[src/rtl/nco_pkg.sv]
package nco_pkg;
  // Default phase width; the control word shares it.
  localparam int PHASE_W_DEF = 16;
endpackage

[src/rtl/nco_word_reg.sv]
// Two-half control word capture: the upper byte is staged, the lower-byte
// write commits the full word atomically.
module nco_word_reg #(
  parameter int WORD_W = 16,
  parameter int HALF_W = WORD_W / 2
) (
  input  logic              clk,
  input  logic              rst,
  input  logic              hi_we,
  input  logic [HALF_W-1:0] hi_byte,
  input  logic              lo_we,
  input  logic [HALF_W-1:0] lo_byte,
  output logic [WORD_W-1:0] word_o
);
  logic [HALF_W-1:0] hi_stage_q;
  logic [HALF_W-1:0] hi_next;

  assign hi_next = hi_we ? hi_byte : hi_stage_q;

  always_ff @(posedge clk) begin
    if (rst) begin
      hi_stage_q <= '0;
      word_o     <= '0;
    end else begin
      hi_stage_q <= hi_next;
      if (lo_we) word_o <= {hi_next, lo_byte};
    end
  end
endmodule

[src/rtl/nco_magnitude.sv]
// Signed-word interpretation: words with the top bit set contribute their
// two's-complement magnitude.
module nco_magnitude #(
  parameter int WORD_W = 16
) (
  input  logic [WORD_W-1:0] word_i,
  output logic [WORD_W-1:0] inc_o
);
  always_comb begin
    if (word_i[WORD_W-1]) inc_o = ~word_i + 1'b1;
    else                  inc_o = word_i;
  end
endmodule

[src/rtl/nco_phase_acc.sv]
// Phase accumulator with registered square wave and rising-edge strobe.
module nco_phase_acc #(
  parameter int PHASE_W = 16
) (
  input  logic               clk,
  input  logic               rst,
  input  logic               start,
  input  logic [PHASE_W-1:0] inc_i,
  output logic               sq_o,
  output logic               tick_o
);
  localparam int MSB = PHASE_W - 1;

  logic [PHASE_W-1:0] phase_q;
  logic [PHASE_W-1:0] phase_nxt;

  assign phase_nxt = phase_q + inc_i;
  assign sq_o      = phase_q[MSB];

  always_ff @(posedge clk) begin
    if (rst || !start) begin
      phase_q <= '0;
      tick_o  <= 1'b0;
    end else begin
      phase_q <= phase_nxt;
      tick_o  <= phase_nxt[MSB] & ~phase_q[MSB];
    end
  end
endmodule

[src/rtl/nco_clkgen.sv]
module nco_clkgen #(
  parameter int PHASE_W = nco_pkg::PHASE_W_DEF,
  parameter int HALF_W  = PHASE_W / 2
) (
  input  logic              clk,
  input  logic              rst,
  input  logic              start,
  input  logic              hi_we,
  input  logic [HALF_W-1:0] hi_byte,
  input  logic              lo_we,
  input  logic [HALF_W-1:0] lo_byte,
  output logic              sq_out,
  output logic              tick
);
  logic [PHASE_W-1:0] word_q;
  logic [PHASE_W-1:0] inc_w;

  nco_word_reg #(.WORD_W(PHASE_W), .HALF_W(HALF_W)) u_word (
    .clk(clk), .rst(rst), .hi_we(hi_we), .hi_byte(hi_byte),
    .lo_we(lo_we), .lo_byte(lo_byte), .word_o(word_q)
  );

  nco_magnitude #(.WORD_W(PHASE_W)) u_mag (
    .word_i(word_q), .inc_o(inc_w)
  );

  nco_phase_acc #(.PHASE_W(PHASE_W)) u_acc (
    .clk(clk), .rst(rst), .start(start), .inc_i(inc_w),
    .sq_o(sq_out), .tick_o(tick)
  );
endmodule

[config.mk]
export PLATFORM = sky130hd
export DESIGN_NAME = nco_clkgen
export DESIGN_NICKNAME = d
export VERILOG_FILES = /design/src/rtl/nco_pkg.sv /design/src/rtl/nco_word_reg.sv /design/src/rtl/nco_magnitude.sv /design/src/rtl/nco_phase_acc.sv /design/src/rtl/nco_clkgen.sv
export SDC_FILE = /design/constraint.sdc
export NUM_CORES = 1
export LEC_CHECK = 0
export BUFFER_PORTS_ARGS = -buffer_cell sky130_fd_sc_hd__buf_2
export CAP_MARGIN = 25
export CORE_MARGIN = 8
export CORE_UTILIZATION = 53
export DETAILED_ROUTE_END_ITERATION = 6
export PLACE_DENSITY = 0.76
export SETUP_SLACK_MARGIN = 0.05
export SLEW_MARGIN = 40
export SYNTH_ARGS = -nofsm -noshare
export SYNTH_HDL_FRONTEND = slang
export SYNTH_SLANG_ARGS = --single-unit
[constraint.sdc]
create_clock -name clk -period 3 [get_ports clk]
set_input_delay 0.6 -clock clk [delete_from_list [all_inputs] [get_ports clk]]
set_output_delay 0.6 -clock clk [all_outputs]
set_load 0.01 [all_outputs]
* After elaboration in Yosys (flattened, before gate mapping)
Index checks and enable logic that the tools add are counted.
Word-level totals: bits in registers 41, bits in latches 0, RAM bits 0, ROM bits 0, bits of input ports 21, output and inout port bits 2, word-level logic and storage cells 13, memories 0
Operators by class: add/subtract/negate cells 2, multiply operators 0, divide/modulo/power cells 0, magnitude comparators 0, equal/unequal tests 0, shifts and indexed selects 0, multiplexer cells 2, bitwise logic cells 3, reductions and logical operators 2
Operator list (count):
- adder 16 x 1 -> 16 bit, second input constant | 1
- adder 16 bit | 1
- two-way mux 16 bit | 1
- NOT 16 bit | 1
- two-way mux 8 bit | 1
- bitwise AND 1 bit | 1
- zero test 1 bit | 1
- logical OR 1 bit | 1
- NOT 1 bit | 1

* Longest topological paths before layout
depth in word-level cells 5, depth in mapped cells 12, depth with buffers taken out 12

* By module
From an unflattened synthesis, not the netlist that was laid out.
Second synthesis, totals: cell total of the unflattened synthesis 250, area, all modules 2331.0 µm²
By module, submodules not included:
- nco_phase_acc | instances 1, cells each 124, area an instance 1127.3 µm², sequential area each 340.3 µm²
- nco_word_reg | instances 1, cells each 78, area an instance 838.3 µm², sequential area each 480.5 µm²
- nco_magnitude | instances 1, cells each 48, area an instance 365.4 µm², sequential area each 0.0 µm²

* Worst setup path after synthesis
OpenSTA, ideal clock, no wires.
path type register to register, start point register u_word.word_o[4], end point register u_acc.phase_q[14], library setup time 72 ps, arrival 2958 ps, required time 2928 ps, setup slack -30 ps, stages on the path, launching flop included 11, path buffers 0, period minus slack after synthesis 3030 ps, cell sequence dfxtp_1 or4_4 or2_2 o41ai_2 xnor2_1 ha_1 and2_1 or2_2 a211o_1 o22ai_1 mux2i_1
Between the ends: cells in the longest elaborated chain, start to end 4
Ends and longest elaborated chain:
- start, declared | RTL line nco_word_reg.sv:13 | output logic [WORD_W-1:0] word_o
- start signal, assigned | RTL line nco_word_reg.sv:26 | if (lo_we) word_o <= {hi_next, lo_byte};
- NOT 16 bit | RTL line nco_magnitude.sv:10 | if (word_i[WORD_W-1]) inc_o = ~word_i + 1'b1;
- adder 16 x 1 -> 16 bit | RTL line nco_magnitude.sv:10
- two-way mux 16 bit (*) | RTL line nco_magnitude.sv:10
- adder 16 bit (*) | RTL line nco_phase_acc.sv:17 | assign phase_nxt = phase_q + inc_i;
- end signal, assigned | RTL line nco_phase_acc.sv:25 | phase_q <= phase_nxt;
- end, declared | RTL line nco_phase_acc.sv:14 | logic [PHASE_W-1:0] phase_q;
Every way passes the cells marked *; elsewhere a longest branch is shown, timed or not. A chain may end at the register's enable or synchronous reset.

* Final worst setup path
start point register u_word.word_o[4], end point register u_acc.tick_o
Between the ends: cells in the longest elaborated chain, start to end 5
Ends and longest elaborated chain:
- NOT 16 bit | RTL line nco_magnitude.sv:10
- adder 16 x 1 -> 16 bit | RTL line nco_magnitude.sv:10
- two-way mux 16 bit (*) | RTL line nco_magnitude.sv:10
- adder 16 bit (*) | RTL line nco_phase_acc.sv:17
- bitwise AND 1 bit (*) | RTL line nco_phase_acc.sv:26 | tick_o <= phase_nxt[MSB] & ~phase_q[MSB];
- end signal, assigned | RTL line nco_phase_acc.sv:26
- end, declared | RTL line nco_phase_acc.sv:10 | output logic tick_o
Marks and branches as above.

==> run metrics <==
cell with the most instances after synthesis dfxtp_1; Die Span Y 82.2 um; slowest stage cell on the critical path or4_4; hold_ws 0.460 ns; Starting Density 54.1%; cts hold-fix bufs 0; hold_sp u_acc.phase_q[15]$_SDFF_PP0_; Vias/cell 5.59; Final Cycle Share 99.0%; Max Cap Viol 0; buffers and inverters on the worst path 0; status complete, no violations; fmax 337 MHz; final non-filler cell total 353; hold path depth 1; die width 82.2 um; clk_skew 0.00852 ns; main area contributors after synthesis dfxtp_1 35%, ha_1 9.7%, mux2i_1 7.8%; dpl hpwl 3810 um; final worst slack 0.0303 ns; Layout Utilization 65.6%; Final Net Count 340; worst slack, placed 0.0131 ns; placed cell count 342; fin crit period 2.97 ns; kind of critical path reg -> reg; worst-path cell chain or4_4, or2_4, o41ai_4, xnor2_1, ha_1, nand2_1, nor2_1, o2111ai_1, a211o_2, a21oi_1; clk_lat worst skew 0.30 ns; io pins 23; Synthesized Nets 296; flops & latches, synth 41; Syn Std Cell Area 2320 um^2; final setup vio count 0; worst hold path class reg -> reg; max-slew headroom at the worst pin 64.1%; Root Driver clkbuf_8; Yosys top cell area share 35.3%; num rows 24; CTS clock-pin slew for the worst setup and hold paths 0.08 ns; drt drc 0; R2R setup slack 0.03 ns; global-route usage over all layers 16.3%; Fillers 345; FF-to-FF Start u_word.word_o[4]$_SDFFE_PP0P_; vias in the first global route 1952; CP max FO 3; leak pwr 1.33 nW; worst-margin pin slew 0.539 ns; peak supply drop 479 uV; area leader, netlist dfxtp_1; antenna violations before repair 0; CTS Sinks 41; Worst path max stage delay 0.54 ns; Via Count 1973; maximum buffer depth of the clock tree 2; PortBufs 22; WP data required 3.23 ns; Worst Hold Path EP u_acc.tick_o$_SDFF_PP0_; gate count after technology mapping 256; Die Footprint 6760 um^2; CTS tree done; total core area 4290 um^2; Design Power 1.47 mW; H-tree levels 2; Yosys cell types 41; asr flop ratio synth 0%; critical path launch point type flop; Post-DRT Antenna Nets 0; P per Cell Area 523 nW/um^2; syn avg cell area 9.08 um^2; first-pass GRT wire length 8670 um; CP Data Arrival Time 3.20 ns; Post-synth EDFFs 0; Num CTS Buffers 5; Seq/Total Area, Yosys 35.3%; Yosys warnings 0; endpoint type of the worst setup path flop; layout cells sized above 1 24.3%; total iterations of the first detailed-routing run 4; Pins Over Slew Limit 0; synth cell count leaders 41 x dfxtp_1, 37 x nor2_1, 18 x ha_1, 18 x mux2i_1; n_diodes 0; delay-heaviest family, CP simple AND/OR/NAND/NOR gates; Final Routed Wirelength 5160 um; top_reg_cell synth dfxtp_1; area grow syn2layout 21.2%; largest net degree at the start of global routing 27; Avg WL per Cell 14.6 um; Hold Violations, Final 0; Reg-to-Reg End u_acc.tick_o$_SDFF_PP0_; RSZ-0062 raised after global routing yes; initial drt markers 107; GP Congestion 0.964; total congestion overflow 0; reg2reg path depth 10
==> metrics by stage <==
| step | instance area [um^2] | setup TNS [ns] |
|---|---|---|
| floorplan | 2340 | 0 |
| global placement | 2640 | 0 |
| detailed placement | 2640 | 0 |
| CTS | 2770 | 0 |
| global route | 2820 | -0.106 |
| finish | 2820 | 0 |
==> cell type report <==
type                       count  area, um^2  area share [%]
multi-input combinational    202        1500            53.2
sequential                    41         823            29.2
timing repair buffer          47         298            10.6
clock buffer                   6        82.6            2.93
tap                           52        65.1            2.31
clock inverter                 2        37.5            1.33
inverter                       3        11.3           0.400
==> timing repair <==
item / in CTS / in global routing
setup buffers: 0 / 3
pin swaps: 3 / 4
endpoints found under the setup margin: 2 / 8
gates cloned: 0 / 0
resized for setup: 3 / 9
==> flip-flops by register name, summed over array words and instances, names as in the netlist <==
register           flops
u_acc.tick_o           1
u_word.word_o         16
u_acc.phase_q         16
u_word.hi_stage_q      8
==> layer usage <==
metal	track usage, %	vias to the layer above	routed length [um]
met5	0	-	0
met4	6.84	0	120
met3	4.55	11	188
met2	27.3	37	2530
met1	19.0	913	2320
li1	-	1012	-
==> worst reg2reg max path, cell delays in order (launching register included) <==
cell and delay [ns]:
dfxtp_1 0.31, or4_4 0.54, or2_4 0.29, o41ai_4 0.29
xnor2_1 0.11, ha_1 0.34, nand2_1 0.13, nor2_1 0.22
o2111ai_1 0.18, a211o_2 0.34, a21oi_1 0.15
==> cell families after synthesis <==
| kind of cell | count (synthesis) | share of synthesized area, % |
|---|---|---|
| flip-flops | 41 | 35.3 |
| AND/OR/NAND/NOR | 78 | 16.8 |
| XOR/XNOR | 22 | 8.29 |
| buffers and inverters | 13 | 2.10 |
| adder cells (fa/ha/maj) | 19 | 10.5 |
| multiplexers | 18 | 7.75 |
| AO/OA/AOI/OAI | 65 | 19.2 |
==> worst max-delay path by stage <==
stage                                        startpoint                            to  slack, ns  cells past startpoint
after floorplan           u_word.word_o[2]$_SDFFE_PP0P_  u_acc.phase_q[14]$_SDFF_PP0_       0.05                     10
after global placement    u_word.word_o[2]$_SDFFE_PP0P_  u_acc.phase_q[14]$_SDFF_PP0_       0.07                     10
after detailed placement  u_word.word_o[2]$_SDFFE_PP0P_  u_acc.phase_q[14]$_SDFF_PP0_       0.01                     10
after CTS                 u_word.word_o[7]$_SDFFE_PP0P_  u_acc.phase_q[14]$_SDFF_PP0_       0.03                     10
after global routing      u_word.word_o[4]$_SDFFE_PP0P_       u_acc.tick_o$_SDFF_PP0_      -0.06                     10
final                     u_word.word_o[4]$_SDFFE_PP0P_       u_acc.tick_o$_SDFF_PP0_       0.03                     10
==> cell usage in the layout, fill, tap and decap left out, types with 2 or more instances in the layout <==
cell       instances
mux2i_1           18
a211oi_1           9
nor2_1            37
nand3_1            2
clkbuf_8           6
nand2b_1           3
a21oi_1           12
buf_4             25
and3_1             2
o211ai_1           3
a21o_1             5
inv_1              3
dfxtp_2            2
o21ai_1            4
nor3_1             4
o31ai_1            4
ha_1              18
o21ai_0           10
or2_4              2
o21bai_1           2
nand4_1            2
nand2_1           13
o2111ai_1          2
and2_1             4
dfxtp_1           39
xor2_1             7
or4_4              3
o211a_1            2
xnor2_1           15
buf_2             22
==> report_power, final <==
part | internal (mW) | leakage (nW) | switching, mW
sequential | 0.583 | 0.338 | 0.0233
combinational | 0.187 | 0.934 | 0.211
clock | 0.271 | 0.0574 | 0.198
(Power assumes the default switching activity.)
